[config.mk]
export PLATFORM = sky130hd
export DESIGN_NAME = stepcnt_top
export DESIGN_NICKNAME = d
export VERILOG_FILES = /design/src/rtl/stepcnt_pkg.sv /design/src/rtl/stepcnt_ctrl.sv /design/src/rtl/stepcnt_dp.sv /design/src/rtl/stepcnt_top.sv
export SDC_FILE = /design/constraint.sdc
export NUM_CORES = 1
export LEC_CHECK = 0
export BUFFER_PORTS_ARGS = -buffer_cell sky130_fd_sc_hd__buf_2
export CAP_MARGIN = 10
export CORE_MARGIN = 2
export CORE_UTILIZATION = 42
export CTS_BUF_LIST = sky130_fd_sc_hd__clkbuf_8
export CTS_CLUSTER_DIAMETER = 150
export DETAILED_ROUTE_END_ITERATION = 8
export PLACE_DENSITY_LB_ADDON = 0.15
export SYNTH_ARGS = -nofsm -noshare
export SYNTH_HDL_FRONTEND = slang
export SYNTH_SLANG_ARGS = --single-unit
export TNS_END_PERCENT = 50
[constraint.sdc]
create_clock -name clk -period 1.3 [get_ports clk]
set_input_delay 0.065 -clock clk [delete_from_list [all_inputs] [get_ports clk]]
set_output_delay 0.065 -clock clk [all_outputs]
set_load 0.02 [all_outputs]
[src/rtl/stepcnt_pkg.sv]
package stepcnt_pkg;

  typedef enum logic [1:0] {
    CNT_UP     = 2'd0,
    CNT_DOWN   = 2'd1,
    CNT_UPDOWN = 2'd2
  } countMode_e;

  // One action per edge; control guarantees at most one of the do* bits.
  typedef struct packed {
    logic doClr;
    logic doSet;
    logic doInit;
    logic doLoad;
    logic doCount;
    logic dirUp;
  } cntStrobe_t;

endpackage

[src/rtl/stepcnt_ctrl.sv]
module stepcnt_ctrl
  import stepcnt_pkg::*;
#(
  parameter countMode_e MODE             = CNT_UP,
  parameter bit         HAS_CE           = 1'b1,
  parameter bit         HAS_CLR          = 1'b1,
  parameter bit         HAS_SET          = 1'b0,
  parameter bit         HAS_INIT         = 1'b0,
  parameter bit         HAS_LOAD         = 1'b0,
  parameter bit         LOAD_ACTIVE_HIGH = 1'b1,
  parameter bit         SET_WINS         = 1'b0,
  parameter bit         CE_GATES_SYNC    = 1'b0
) (
  input  logic       clk,
  input  logic       rst,
  input  logic       clkEn,
  input  logic       syncClr,
  input  logic       syncSet,
  input  logic       syncInit,
  input  logic       countUp,
  input  logic       loadEn,
  output cntStrobe_t strobe
);

  logic ceEff;
  logic syncGate;
  logic clrReq, setReq, initReq, loadReq;
  logic clrWin, setWin, initWin, anySync;
  logic dirUp;

  assign ceEff    = HAS_CE ? clkEn : 1'b1;
  assign syncGate = CE_GATES_SYNC ? ceEff : 1'b1;

  assign clrReq  = HAS_CLR  && syncClr  && syncGate;
  assign setReq  = HAS_SET  && syncSet  && syncGate;
  assign initReq = HAS_INIT && syncInit && syncGate;
  assign loadReq = HAS_LOAD && (loadEn == LOAD_ACTIVE_HIGH) && ceEff;

  generate
    if (SET_WINS) begin : g_setFirst
      assign setWin = setReq;
      assign clrWin = clrReq && !setReq;
    end else begin : g_clrFirst
      assign clrWin = clrReq;
      assign setWin = setReq && !clrReq;
    end
  endgenerate

  assign initWin = initReq && !clrReq && !setReq;
  assign anySync = clrReq || setReq || initReq;

  generate
    if (MODE == CNT_UP) begin : g_dirUp
      assign dirUp = 1'b1;
    end else if (MODE == CNT_DOWN) begin : g_dirDown
      assign dirUp = 1'b0;
    end else begin : g_dirPin
      assign dirUp = countUp;
    end
  endgenerate

  always_comb begin
    strobe         = '0;
    strobe.doClr   = clrWin;
    strobe.doSet   = setWin;
    strobe.doInit  = initWin;
    strobe.doLoad  = loadReq && !anySync;
    strobe.doCount = ceEff && !anySync && !loadReq;
    strobe.dirUp   = dirUp;
  end

  AST_ONE_ACTION: assert property (@(posedge clk) disable iff (rst)
    $onehot0({strobe.doClr, strobe.doSet, strobe.doInit, strobe.doLoad, strobe.doCount}));
  AST_CE_LOW_STALLS: assert property (@(posedge clk) disable iff (rst)
    (HAS_CE && !clkEn) |-> (!strobe.doCount && !strobe.doLoad));
  AST_CLR_SET_ORDER: assert property (@(posedge clk) disable iff (rst)
    (HAS_CLR && HAS_SET && syncClr && syncSet && (!CE_GATES_SYNC || !HAS_CE || clkEn))
      |-> (SET_WINS ? (strobe.doSet && !strobe.doClr) : (strobe.doClr && !strobe.doSet)));
  AST_SYNC_BEATS_LOAD: assert property (@(posedge clk) disable iff (rst)
    (HAS_CLR && syncClr && !CE_GATES_SYNC) |-> !strobe.doLoad);

endmodule

[src/rtl/stepcnt_dp.sv]
module stepcnt_dp
  import stepcnt_pkg::*;
#(
  parameter int unsigned      WIDTH       = 16,
  parameter logic [WIDTH-1:0] STEP        = 1,
  parameter bit               RESTRICT    = 1'b0,
  parameter logic [WIDTH-1:0] FINAL_VAL   = 1,
  parameter logic [WIDTH-1:0] INIT_VAL    = 0,
  parameter logic [WIDTH-1:0] POWERUP_VAL = 0,
  parameter bit               HAS_THRESH  = 1'b0,
  parameter logic [WIDTH-1:0] THRESH_VAL  = 1
) (
  input  logic             clk,
  input  logic             rst,
  input  cntStrobe_t       strobe,
  input  logic [WIDTH-1:0] loadVal,
  output logic [WIDTH-1:0] count,
  output logic             threshHit
);

  localparam logic [WIDTH-1:0] ALL_ONES = {WIDTH{1'b1}};

  logic [WIDTH-1:0] countQ;
  logic [WIDTH-1:0] stepUp, stepDown, stepped;
  logic             atFinal;

  assign stepUp   = countQ + STEP;
  assign stepDown = countQ - STEP;

  generate
    if (RESTRICT) begin : g_limit
      assign atFinal = (countQ == FINAL_VAL);
    end else begin : g_natural
      assign atFinal = 1'b0;
    end
  endgenerate

  always_comb begin
    stepped = strobe.dirUp ? stepUp : stepDown;
    if (atFinal) stepped = '0;
  end

  always_ff @(posedge clk) begin
    if (rst)                 countQ <= POWERUP_VAL;
    else if (strobe.doClr)   countQ <= '0;
    else if (strobe.doSet)   countQ <= ALL_ONES;
    else if (strobe.doInit)  countQ <= INIT_VAL;
    else if (strobe.doLoad)  countQ <= loadVal;
    else if (strobe.doCount) countQ <= stepped;
  end

  generate
    if (HAS_THRESH) begin : g_thresh
      assign threshHit = (countQ == THRESH_VAL);
    end else begin : g_noThresh
      assign threshHit = 1'b0;
    end
  endgenerate

  assign count = countQ;

  AST_CLR_TO_ZERO: assert property (@(posedge clk) disable iff (rst)
    strobe.doClr |=> (countQ == '0));
  AST_SET_TO_ONES: assert property (@(posedge clk) disable iff (rst)
    strobe.doSet |=> (countQ == ALL_ONES));
  AST_INIT_VALUE: assert property (@(posedge clk) disable iff (rst)
    strobe.doInit |=> (countQ == INIT_VAL));
  AST_LOAD_VALUE: assert property (@(posedge clk) disable iff (rst)
    strobe.doLoad |=> (countQ == $past(loadVal)));
  AST_IDLE_HOLD: assert property (@(posedge clk) disable iff (rst)
    !(strobe.doClr || strobe.doSet || strobe.doInit || strobe.doLoad || strobe.doCount)
      |=> $stable(countQ));
  AST_FINAL_WRAP: assert property (@(posedge clk) disable iff (rst)
    (RESTRICT && strobe.doCount && countQ == FINAL_VAL) |=> (countQ == '0));
  AST_STEP_UP: assert property (@(posedge clk) disable iff (rst)
    (strobe.doCount && strobe.dirUp && !(RESTRICT && countQ == FINAL_VAL))
      |=> (countQ == $past(countQ) + STEP));
  AST_STEP_DOWN: assert property (@(posedge clk) disable iff (rst)
    (strobe.doCount && !strobe.dirUp && !(RESTRICT && countQ == FINAL_VAL))
      |=> (countQ == $past(countQ) - STEP));

endmodule

[src/rtl/stepcnt_top.sv]
module stepcnt_top
  import stepcnt_pkg::*;
#(
  parameter int unsigned      WIDTH            = 16,
  parameter countMode_e       MODE             = CNT_UP,
  parameter logic [WIDTH-1:0] STEP             = 1,
  parameter bit               RESTRICT         = 1'b0,
  parameter logic [WIDTH-1:0] FINAL_VAL        = 1,
  parameter bit               HAS_CE           = 1'b1,
  parameter bit               HAS_CLR          = 1'b1,
  parameter bit               HAS_SET          = 1'b0,
  parameter bit               HAS_INIT         = 1'b0,
  parameter logic [WIDTH-1:0] INIT_VAL         = 0,
  parameter bit               HAS_LOAD         = 1'b0,
  parameter bit               LOAD_ACTIVE_HIGH = 1'b1,
  parameter bit               SET_WINS         = 1'b0,
  parameter bit               CE_GATES_SYNC    = 1'b0,
  parameter logic [WIDTH-1:0] POWERUP_VAL      = 0,
  parameter bit               HAS_THRESH       = 1'b0,
  parameter logic [WIDTH-1:0] THRESH_VAL       = 1
) (
  input  logic             clk,
  input  logic             rst,
  input  logic             clkEn,
  input  logic             syncClr,
  input  logic             syncSet,
  input  logic             syncInit,
  input  logic             countUp,
  input  logic             loadEn,
  input  logic [WIDTH-1:0] loadVal,
  output logic [WIDTH-1:0] count,
  output logic             threshHit
);

  cntStrobe_t strobe;

  stepcnt_ctrl #(
    .MODE(MODE), .HAS_CE(HAS_CE), .HAS_CLR(HAS_CLR), .HAS_SET(HAS_SET),
    .HAS_INIT(HAS_INIT), .HAS_LOAD(HAS_LOAD), .LOAD_ACTIVE_HIGH(LOAD_ACTIVE_HIGH),
    .SET_WINS(SET_WINS), .CE_GATES_SYNC(CE_GATES_SYNC)
  ) ctrl_i (
    .clk(clk), .rst(rst), .clkEn(clkEn), .syncClr(syncClr), .syncSet(syncSet),
    .syncInit(syncInit), .countUp(countUp), .loadEn(loadEn), .strobe(strobe)
  );

  stepcnt_dp #(
    .WIDTH(WIDTH), .STEP(STEP), .RESTRICT(RESTRICT), .FINAL_VAL(FINAL_VAL),
    .INIT_VAL(INIT_VAL), .POWERUP_VAL(POWERUP_VAL), .HAS_THRESH(HAS_THRESH),
    .THRESH_VAL(THRESH_VAL)
  ) dp_i (
    .clk(clk), .rst(rst), .strobe(strobe), .loadVal(loadVal),
    .count(count), .threshHit(threshHit)
  );

endmodule

==> out/qor.txt <==
CP max FO: 5
P&R area growth vs syn: 31.9%
Worst flop-to-flop path startpoint: dp_i.count[4]
R2r endpoint: dp_i.count[7]
Setup crit start kind: flip-flop
Initial antenna violation count: 0
Die W: 48.3 um
Worst hold margin: 0.0984 ns
Largest net degree at the start of global routing: 16
Global-route wire length before repair: 2.66 mm
Sequential standard cell area: 342 sq um
Syn_area_per_cell: 9.70 sq um
CTS Buffer Depth: 2
Core area: 0.00190 sq mm
Syn Nets: 110
Final core utilization: 0.572
Max_cap viols: 0
Max reg flops: 16
Routed len/inst: 11.4 um
# rows: 16
Fillers: 182
Initial Util: 0.434
Compound-Gate Fraction of Synth Area: 0.0288
GR Util All Layers: 0.146
Final setup viols: 0
Antenna Nets Post-Route: 0
Num CTS Buffers: 3
DR pass1 iterations: 3
Placed wire-length estimate: 1.14 mm
Clk sinks: 16
Critical Path End Type: flip-flop
NumNets Final: 138
Clk root buf: clkbuf_8
Full die area: 0.00233 sq mm
Fraction of the mapped netlist area in adder cells: 0.0152
Min-Delay Path Class: primary input to flip-flop
Critical path's slowest cell: dfxtp_4
Period utilization: 0.970
Die height: 48.3 um
Cell area power density: 833 mW/mm^2
Sequential share of the synthesized area: 0.388
FMAX: 0.793 GHz
Final wirelength: 1.58 mm
WHS Path Cells: 3
Unrepaired setup endpoints after global routing: yes
Status: complete, no violations
Setup slack, reg-to-reg: 0.04 ns
Gate count after technology mapping: 85
Via count: 670
GR Overflow Total: 0
I/O Pins: 41
H-tree levels: 1
Crit Path Class: flip-flop to flip-flop
Post-synthesis simple-gate area fraction: 0.385
Worst R2R Path Depth: 5
Worst path top cell family by delay: simple AND/OR/NAND/NOR gates
TritonCTS clock tree: done
Final GP Congestion: 0.777
Maximum VDD drop: 0.675 mV
Commonest cells after routing, fill and taps aside: 19 x buf_2, 12 x nor2_1, 9 x dfxtp_1
Worst EP arrival: 1.39 ns
Synth unique cells: 31
Fin. max-slew vios: 0
Clock latency on the worst-skew pair: 0.25 ns
Combinational family with the most area after synthesis: simple AND/OR/NAND/NOR gates
Synthesized flop and latch total: 16
Yosys warnings: 0
Post-route DRC: 0
Pleak: 0.517 nW
Area taken by multi-input logic gates: 512 sq um
DRT iter0 DRCs: 9
Vias in the first global route: 603
CP required: 1.43 ns
Delay of the slowest critical-path stage: 0.37 ns
Final hold violation count: 0
XOR/XNOR share of the synthesized area: 0.127
ANT cells: 0
Post-Syn Area: 825 sq um
Post-cts hold buffer count: 0
Commonest non-fill, non-tap cell in the layout: buf_2
Buffers & Inverters on Critical Path: 1
Hold Startpoint: rst
Max Clock Skew: 0.00103 ns
Hold EP: dp_i.count[15]
# port buffers: 19
Crit path time final: 1.26 ns
Mux contribution to synthesized area: 0.0243
Share of cells above drive strength 1: 0.482
CP cell instances: nand4_4 -> nor3_4 -> buf_4 -> xnor2_1 -> nor2_1
CTS clk-pin slew, worst paths: 0.06 ns
Vias per cell: 4.82
per-stage QoR:
step	setup TNS, ns	cells	instance area [sq um]	power [mW]	worst slack (ns)
after global placement	-0.0114	132	986	0.542	-0.0114
after detailed placement	-0.0200	132	986	0.543	-0.0131
after global routing	-0.147	139	1090	0.946	-0.0489
after CTS	0	136	1040	0.915	0.0340
after floorplan	0	85	841	0.535	0.00505
final	0	139	1090	0.906	0.0384
tightest hold or removal path: cells and delay by family:
family	cells	cell delay (ns)
AND/OR/NAND/NOR	1	0.09
buffers and inverters	1	0.09
multiplexers	1	0.05
how the worst max path moves through the flow:
stage,end,start,cells past startpoint,slack (ns)
after global routing,dp_i.count[7],dp_i.count[4],5,-0.05
final,dp_i.count[7],dp_i.count[4],5,0.04
after global placement,dp_i.count[12],dp_i.count[0],5,-0.01
after CTS,dp_i.count[15],dp_i.count[0],4,0.03
after floorplan,dp_i.count[15],dp_i.count[7],4,0.005
after detailed placement,dp_i.count[12],dp_i.count[0],5,-0.01
what timing repair did:
action / 4_1_cts / 5_1_grt
pin swaps: 0 / 6
setup endpoints to repair: 3 / 7
hold endpoints to repair: 0 / 0
setup buffers: 0 / 3
resized for setup: 2 / 6
gates cloned: 0 / 0
Yosys cell counts (all sizes together):
cell,instances,area [sq um]
dfxtp,16,320
nor2,15,63.8
nand2,7,26.3
xnor2,7,61.3
nand4,5,46.3
xor2,5,43.8
buf,3,17.5
nand3,3,15.0
nor3,3,31.3
nor4,3,46.3
a21oi,2,10.0
and4,2,18.8
mux2i,2,20.0
or3,2,12.5
a31o,1,8.76
and3,1,6.26
and4b,1,10.0
clkbuf,1,3.75
conb,1,3.75
ha,1,12.5
nand3b,1,20.0
nand4b,1,15.0
o21ai,1,5.00
or2,1,6.26
cell families after synthesis:
kind of cell               after synthesis
AOI/OAI and AO/OA                        4
xor gates and xnor gates                12
adders and majority gates                1
buffers and inverters                    4
DFF                                     16
muxes                                    2
other                                    1
and+or+nand+nor                         45
per-layer routing:
| layer | track usage | vias to the layer above | routed length, um |
|---|---|---|---|
| met5 | 0 | - | 0 |
| met4 | 0.0571 | 0 | 10 |
| met3 | 0.0370 | 2 | 64 |
| met2 | 0.234 | 14 | 712 |
| met1 | 0.188 | 309 | 792 |
| li1 | - | 345 | - |
power by group:
part,internal [mW],switching [mW]
sequential,0.484,0.00370
clock,0.209,0.170
combinational,0.0146,0.0252
total,0.707,0.199
layout make-up:
| cell class | count | share of cell area |
|---|---|---|
| multi-input cells | 65 | 0.471 |
| repair buffers | 27 | 0.143 |
| flip-flops and latches | 16 | 0.314 |
| well taps | 27 | 0.0311 |
| clock buffers | 3 | 0.0380 |
| clock inverters | 1 | 0.00345 |
Note: power is estimated with default switching activity, not from simulation.
